===== config.mk =====
export PLATFORM = sky130hd
export DESIGN_NAME = dop_bus_seq
export DESIGN_NICKNAME = d
export VERILOG_FILES = /design/src/rtl/dop_pkg.sv /design/src/rtl/dop_decode.sv /design/src/rtl/dop_step_fsm.sv /design/src/rtl/dop_addr_gen.sv /design/src/rtl/dop_shift_latch.sv /design/src/rtl/dop_bus_seq.sv
export SDC_FILE = /design/constraint.sdc
export NUM_CORES = 1
export LEC_CHECK = 0
export BUFFER_PORTS_ARGS = -buffer_cell sky130_fd_sc_hd__clkbuf_2
export CAP_MARGIN = 5
export CELL_PAD_IN_SITES_DETAIL_PLACEMENT = 1
export CELL_PAD_IN_SITES_GLOBAL_PLACEMENT = 2
export CORE_MARGIN = 8
export CORE_UTILIZATION = 30
export CTS_CLUSTER_DIAMETER = 200
export DETAILED_ROUTE_END_ITERATION = 8
export GPL_ROUTABILITY_DRIVEN = 0
export GPL_TIMING_DRIVEN = 0
export PLACE_DENSITY_LB_ADDON = 0.1
export SKIP_LAST_GASP = 1
export SYNTH_ARGS = -nofsm -noshare
export SYNTH_HDL_FRONTEND = slang
export SYNTH_SLANG_ARGS = --single-unit

===== constraint.sdc =====
create_clock -name clk -period 6.9 [get_ports clk]
set_clock_uncertainty 0.15 [all_clocks]
set_input_delay 2.07 -clock clk [delete_from_list [all_inputs] [get_ports clk]]
set_output_delay 2.07 -clock clk [all_outputs]
set_load 0.01 [all_outputs]

===== src/rtl/dop_pkg.sv =====
package dop_pkg;

    typedef enum logic [2:0] {
        ST_IDLE,
        ST_SHIFT_INT,
        ST_SPC2,
        ST_REFILL0,
        ST_REFILL1
    } dop_state_e;

    typedef enum logic [2:0] {
        CK_NONE,
        CK_NORM,
        CK_SHIFT1,
        CK_SHIFT_INT,
        CK_PC1,
        CK_SPC2,
        CK_ALU,
        CK_ALU_L
    } cyc_kind_e;

    typedef struct packed {
        logic req;
        logic seq;
        logic fop;
        logic lock;
        logic flush;
        logic sload;
    } bus_ctl_t;

    localparam logic [1:0] SIZE_WORD = 2'd2;
    localparam logic [1:0] SIZE_HALF = 2'd1;
    localparam logic [1:0] SIZE_NONE = 2'd0;

    function automatic logic [1:0] size_code(input logic wide);
        return wide ? SIZE_WORD : SIZE_HALF;
    endfunction

    function automatic cyc_kind_e state_kind(input dop_state_e st);
        case (st)
            ST_SHIFT_INT: return CK_SHIFT_INT;
            ST_SPC2:      return CK_SPC2;
            ST_REFILL0:   return CK_ALU;
            ST_REFILL1:   return CK_ALU_L;
            default:      return CK_NONE;
        endcase
    endfunction

    function automatic bus_ctl_t ctl_of(input cyc_kind_e k, input logic want_pc);
        bus_ctl_t c;
        c = '0;
        case (k)
            CK_NORM:      begin c.req = 1'b1; c.seq = 1'b1; c.fop = 1'b1; end
            CK_SHIFT1:    begin c.fop = 1'b1; c.sload = 1'b1; end
            CK_SHIFT_INT: begin c.req = 1'b1; c.seq = 1'b1; end
            CK_PC1:       begin c.req = 1'b1; c.fop = 1'b1; end
            CK_SPC2:      begin c.req = 1'b1; end
            CK_ALU:       begin c.req = 1'b1; c.seq = 1'b1; c.fop = 1'b1; c.flush = 1'b1; end
            CK_ALU_L:     begin c.req = 1'b1; c.seq = 1'b1; c.fop = 1'b1; end
            default:      c = '0;
        endcase
        c.lock = want_pc && (k != CK_NONE);
        return c;
    endfunction

endpackage


===== src/rtl/dop_decode.sv =====
module dop_decode
    import dop_pkg::*;
(
    input  logic      reg_shift,
    input  logic      dest_pc,
    input  logic      no_write,
    input  logic      wide,
    output logic      want_pc,
    output logic      illegal,
    output cyc_kind_e first_kind
);
    logic pc_eff;

    always_comb begin
        pc_eff  = dest_pc && !no_write;
        illegal = pc_eff && reg_shift && !wide;
        want_pc = pc_eff && !illegal;
        if (illegal)
            first_kind = CK_NORM;
        else if (reg_shift)
            first_kind = CK_SHIFT1;
        else if (pc_eff)
            first_kind = CK_PC1;
        else
            first_kind = CK_NORM;
    end
endmodule


===== src/rtl/dop_step_fsm.sv =====
module dop_step_fsm
    import dop_pkg::*;
#(
    parameter int AW = 32
) (
    input  logic          clk,
    input  logic          rst,
    input  cyc_kind_e     kind,
    input  logic          want_pc_cur,
    input  logic          capture,
    input  logic [AW-1:0] pc_in,
    input  logic [AW-1:0] alu_in,
    input  logic          wide_in,
    input  logic          want_pc_in,
    output dop_state_e    state,
    output logic [AW-1:0] ctx_pc,
    output logic [AW-1:0] ctx_alu,
    output logic          ctx_wide,
    output logic          ctx_want_pc
);
    dop_state_e state_nx;

    always_comb begin
        case (kind)
            CK_SHIFT1: state_nx = want_pc_cur ? ST_SPC2 : ST_SHIFT_INT;
            CK_PC1:    state_nx = ST_REFILL0;
            CK_SPC2:   state_nx = ST_REFILL0;
            CK_ALU:    state_nx = ST_REFILL1;
            default:   state_nx = ST_IDLE;
        endcase
    end

    always_ff @(posedge clk) begin
        if (rst) begin
            state       <= ST_IDLE;
            ctx_pc      <= '0;
            ctx_alu     <= '0;
            ctx_wide    <= 1'b0;
            ctx_want_pc <= 1'b0;
        end else begin
            state <= state_nx;
            if (capture) begin
                ctx_pc      <= pc_in;
                ctx_alu     <= alu_in;
                ctx_wide    <= wide_in;
                ctx_want_pc <= want_pc_in;
            end
        end
    end
endmodule


===== src/rtl/dop_addr_gen.sv =====
module dop_addr_gen
    import dop_pkg::*;
#(
    parameter int AW = 32
) (
    input  cyc_kind_e     kind,
    input  logic [AW-1:0] base,
    input  logic [AW-1:0] alu,
    input  logic          wide,
    output logic [AW-1:0] addr
);
    localparam logic [AW-1:0] STEP_W = AW'(4);
    localparam logic [AW-1:0] STEP_N = AW'(2);

    logic [AW-1:0] step;
    logic [AW-1:0] two_step;
    logic [AW-1:0] three_step;

    always_comb begin
        step       = wide ? STEP_W : STEP_N;
        two_step   = step << 1;
        three_step = two_step + step;
        case (kind)
            CK_NORM, CK_SHIFT1, CK_PC1: addr = base + two_step;
            CK_SHIFT_INT, CK_SPC2:      addr = base + three_step;
            CK_ALU:                     addr = alu;
            CK_ALU_L:                   addr = alu + step;
            default:                    addr = '0;
        endcase
    end
endmodule


===== src/rtl/dop_shift_latch.sv =====
module dop_shift_latch #(
    parameter int SW = 32,
    parameter int LW = 8
) (
    input  logic          clk,
    input  logic          rst,
    input  logic          load,
    input  logic [SW-1:0] src,
    output logic [LW-1:0] amt
);
    always_ff @(posedge clk) begin
        if (rst)
            amt <= '0;
        else if (load)
            amt <= src[LW-1:0];
    end
endmodule


===== src/rtl/dop_bus_seq.sv =====
module dop_bus_seq
    import dop_pkg::*;
#(
    parameter int AW = 32,
    parameter int SW = 32,
    parameter int LW = 8
) (
    input  logic          clk,
    input  logic          rst,
    input  logic          start,
    input  logic          reg_shift,
    input  logic          dest_pc,
    input  logic          no_write,
    input  logic          wide,
    input  logic [AW-1:0] pc,
    input  logic [AW-1:0] alu_res,
    input  logic [SW-1:0] shift_src,
    output logic [AW-1:0] addr,
    output logic [1:0]    size,
    output logic          wr,
    output logic          mem_req,
    output logic          seq,
    output logic          fetch_op,
    output logic          shift_load,
    output logic [LW-1:0] shift_amt,
    output logic          flush,
    output logic          lockout,
    output logic          err,
    output logic          busy
);
    dop_state_e    state;
    cyc_kind_e     first_kind;
    cyc_kind_e     kind;
    logic          want_pc_in;
    logic          illegal;
    logic          idle;
    logic          capture;
    logic          wide_cur;
    logic          want_pc_cur;
    logic [AW-1:0] ctx_pc;
    logic [AW-1:0] ctx_alu;
    logic          ctx_wide;
    logic          ctx_want_pc;
    logic [AW-1:0] base_cur;
    logic [AW-1:0] alu_cur;
    bus_ctl_t      ctl;

    dop_decode u_dec (
        .reg_shift  (reg_shift),
        .dest_pc    (dest_pc),
        .no_write   (no_write),
        .wide       (wide),
        .want_pc    (want_pc_in),
        .illegal    (illegal),
        .first_kind (first_kind)
    );

    always_comb begin
        idle        = (state == ST_IDLE);
        capture     = idle && start;
        kind        = idle ? (start ? first_kind : CK_NONE) : state_kind(state);
        wide_cur    = idle ? wide : ctx_wide;
        want_pc_cur = idle ? want_pc_in : ctx_want_pc;
        base_cur    = idle ? pc : ctx_pc;
        alu_cur     = idle ? alu_res : ctx_alu;
        ctl         = ctl_of(kind, want_pc_cur);
    end

    dop_step_fsm #(.AW(AW)) u_fsm (
        .clk         (clk),
        .rst         (rst),
        .kind        (kind),
        .want_pc_cur (want_pc_cur),
        .capture     (capture),
        .pc_in       (pc),
        .alu_in      (alu_res),
        .wide_in     (wide),
        .want_pc_in  (want_pc_in),
        .state       (state),
        .ctx_pc      (ctx_pc),
        .ctx_alu     (ctx_alu),
        .ctx_wide    (ctx_wide),
        .ctx_want_pc (ctx_want_pc)
    );

    dop_addr_gen #(.AW(AW)) u_addr (
        .kind (kind),
        .base (base_cur),
        .alu  (alu_cur),
        .wide (wide_cur),
        .addr (addr)
    );

    dop_shift_latch #(.SW(SW), .LW(LW)) u_latch (
        .clk  (clk),
        .rst  (rst),
        .load (ctl.sload),
        .src  (shift_src),
        .amt  (shift_amt)
    );

    always_comb begin
        size       = (kind == CK_NONE) ? SIZE_NONE : size_code(wide_cur);
        wr         = 1'b0;
        mem_req    = ctl.req;
        seq        = ctl.seq;
        fetch_op   = ctl.fop;
        shift_load = ctl.sload;
        flush      = ctl.flush;
        lockout    = ctl.lock;
        err        = capture && illegal;
        busy       = !idle;
    end
endmodule


==> results.py <==
metrics = {
    "power_and_ir_drop": {
        "ir_drop_v": 0.000108,
        "p_leak_uw": 0.00349,
        "powerDensity_nw_per_um2": 184,
    },
    "setup_path": {
        "worst-path-buf-inv": 4,
        "path_max_fanout": 4,
        "crit_path_top_delay_cell": "or4_4",
        "critPathTopFamily": "simple AND/OR/NAND/NOR gates",
        "critPathArrivalTime_ns": 4.78,
        "r2r_end": "u_fsm.ctx_pc[26]$_SDFFE_PP0P_",
        "endpoint_kind": "output pin",
        "start_kind": "primary input",
        "r2r_start": "u_fsm.state[0]$_SDFF_PP0_",
        "crit_path_max_incr_delay_ns": 0.59,
        "criticalPathCategory": "in -> out",
        "r2r_slack_ns": 3.12,
        "critical_path.cell_chain": "clkbuf_16 > clkinv_8 > nor2_4 > a21o_4 > buf_6 > ha_4 > ha_4 > and3_4 > and3_4 > o32ai_4 > or3_1 > a21oi_2 > or4_4 > buf_6",
        "required_ns": 4.68,
        "reg2regPathDepth": 9,
    },
    "final_layout": {
        "final_common_cell": "nand2_1",
        "area_delta_synth_final_pct": 33.1,
        "regArea_um2": 1540,
        "drive_above_1_share": 0.252,
        "mostFrequentLayoutCells": "nand2_1, clkbuf_2, a21oi_1",
        "fin_util": 0.406,
        "fin_cells": 1414,
        "n_antenna_cell": 0,
        "nFillCells": 2742,
        "final_net_count": 1242,
        "multi_input_area_um2": 5350,
    },
    "floorplanning": {
        "io_pins": 154,
        "fp.dieH_um": 165,
        "die-area_um2": 27200,
        "rows": 54,
        "initial_utilization": 0.305,
        "design.core.area_um2": 21800,
        "die_w_um": 165,
    },
    "route": {
        "wl_per_cell_um": 25.3,
        "vias_per_cell": 5.92,
        "num_vias": 8374,
        "wl_um": 35700,
        "drc": 0,
        "drt_iter0_markers": 802,
        "final_antenna_net_count": 0,
        "drt_first_pass_iters": 5,
    },
    "sta": {
        "slew_headroom": 0.302,
        "fin_crit_sh": 1.01,
        "maxSlewViolCount": 0,
        "setup_ws_ns": -0.101,
        "fmax_mhz": 143,
        "finalHoldViolCount": 0,
        "worst_pin_slew_ns": 1.02,
        "rsz0062_at_grt": "true",
        "min_period_ns": 7.00,
        "setup_viol": 12,
    },
    "global_routing": {
        "antenna_found_initial": 0,
        "grt_usage": 0.260,
        "grt_pass1_vias": 8373,
        "grt_overflow_total": 0,
        "grt_pass1_wl_um": 53200,
        "grt_max_degree": 20,
    },
    "clock_tree": {
        "root_buffer": "clkbuf_16",
        "htree_num_levels": 3,
        "clock_latency_ns": 0.36,
        "clk_pin_slew_ns": 0.07,
        "cts_tree": "done",
        "numCtsBuffers": 9,
        "cts_buffer_depth": 2,
        "clock_sinks": 77,
    },
    "yosys": {
        "synthArstFlopShare": 0,
        "synth_cells": 963,
        "syn_avg_cell_area_um2": 6.91,
        "synth-seq-cells": 77,
        "ys_types": 75,
        "synth-edff-count": 0,
        "yosys_warnings": 0,
        "syn_nets": 1076,
        "syn_area_um2": 6650,
        "ys_seq_area_frac": 0.232,
        "ys.flop_type": "dfxtp_1",
    },
    "min_path": {
        "min_path_cells": 2,
        "hold_path.startpoint": "u_latch.amt[1]$_SDFFE_PP0P_",
        "worstHoldPathType": "reg -> reg",
        "holdPathEnd": "u_latch.amt[1]$_SDFFE_PP0P_",
    },
    "run_status": {
        "violations": "setup timing",
        "status": "complete, but fails checks",
    },
    "place": {
        "hpwl_um": 26700,
        "dp.cells": 1367,
        "port-buffer-count": 124,
    },
    "job": {
        "cap_violations": 0,
    },
}
-- sequential cells by signal, indices dropped and copies added, names as in the netlist --
register and count:
u_fsm.ctx_alu 32, u_fsm.ctx_pc 32, u_latch.amt 8, u_fsm.state 3
u_fsm.ctx_want_pc 1, u_fsm.ctx_wide 1
-- layout make-up --
cell class	count	share of cell area
plain buffers	59	0.0305
clock buffers	9	0.0254
clock inverters	7	0.00735
inverters	18	0.00933
multi-input cells	804	0.605
flip-flops and latches	77	0.174
well taps	280	0.0396
repair buffers	160	0.109
-- how the worst max path moves through the flow --
stage	from	end	depth (start not counted)
6_report	wide	addr[29]	14
2_1_floorplan	wide	addr[26]	13
4_1_cts	wide	addr[18]	15
3_5_place_dp	u_fsm.state[0]$_SDFF_PP0_	addr[29]	15
3_3_place_gp	u_fsm.state[0]$_SDFF_PP0_	addr[29]	15
5_1_grt	wide	addr[26]	14
-- repair_timing --
| item | in CTS | in global routing |
|---|---|---|
| pin swaps | 43 | 33 |
| cloned | 1 | 0 |
| hold buffers | 0 | 0 |
| resized for setup | 115 | 48 |
| setup buffers | 27 | 9 |
| endpoints found under the setup margin | 30 | 27 |
-- layer usage --
layer / track usage / routed length [µm] / vias to the layer above
met5: 0 / 0 / -
met4: 0.0872 / 1210 / 0
met3: 0.0506 / 2330 / 79
met2: 0.412 / 15900 / 306
met1: 0.348 / 16200 / 4115
li1: - / - / 3874
-- per-stage QoR --
stage          worst slack (ns)  total power, µW  area [µm²]  hold WS (ns)  setup TNS, ns
2_1_floorplan             0.128              797        6650         0.286              0
3_3_place_gp              -1.22             1030        7620         0.294         -26.65
3_5_place_dp              -1.15             1030        7620         0.299         -25.94
4_1_cts                 -0.0962             1610        8640         0.310         -0.591
5_1_grt                  -0.172             1700        8850         0.329          -1.70
6_report                 -0.101             1630        8850         0.306         -0.593
-- power by group --
part | total [µW] | internal (µW) | switching (µW)
clock network | 500 | 254 | 246
logic | 607 | 222 | 384
registers | 524 | 476 | 48.2
total | 1630 | 952 | 678
-- cells in the mapped netlist (7+ instances only) --
library cell,instances,share of area
a211oi_1,7,0.0079
a21oi_1,101,0.076
a22oi_1,7,0.0079
a31oi_1,12,0.011
and3_1,17,0.016
and4_1,8,0.011
buf_2,7,0.0053
clkbuf_1,50,0.028
dfxtp_1,77,0.23
ha_1,8,0.015
inv_1,16,0.0090
mux2_2,7,0.012
mux2i_1,32,0.048
nand2_1,213,0.12
nand3_1,39,0.029
nand4_1,29,0.027
nor2_1,47,0.027
nor3_1,22,0.017
nor4_1,26,0.024
o211ai_1,8,0.0090
o21ai_0,43,0.032
o31ai_1,7,0.0079
or3_1,10,0.0094
xnor2_1,22,0.029
xor2_1,18,0.024
-- tightest hold or removal path: cells and delay by family (launching register included) --
kind	cells	cell delay (ns)
compound gates	1	0.05
simple gates	1	0.05
flops	1	0.31
-- cells by family (layout without fill, tap and decap cells) --
| family | after synthesis | after routing | synth area share |
|---|---|---|---|
| simple gates | 453 | 454 | 0.329 |
| compound gates | 258 | 258 | 0.251 |
| buf+inv | 83 | 253 | 0.0504 |
| flops | 77 | 77 | 0.232 |
| xor+xnor | 40 | 40 | 0.0527 |
| mux | 39 | 39 | 0.0600 |
| fa+ha+maj | 12 | 12 | 0.0241 |
| other cells | 1 | 1 | 0.000564 |
Note: power is estimated with default switching activity, not from simulation.
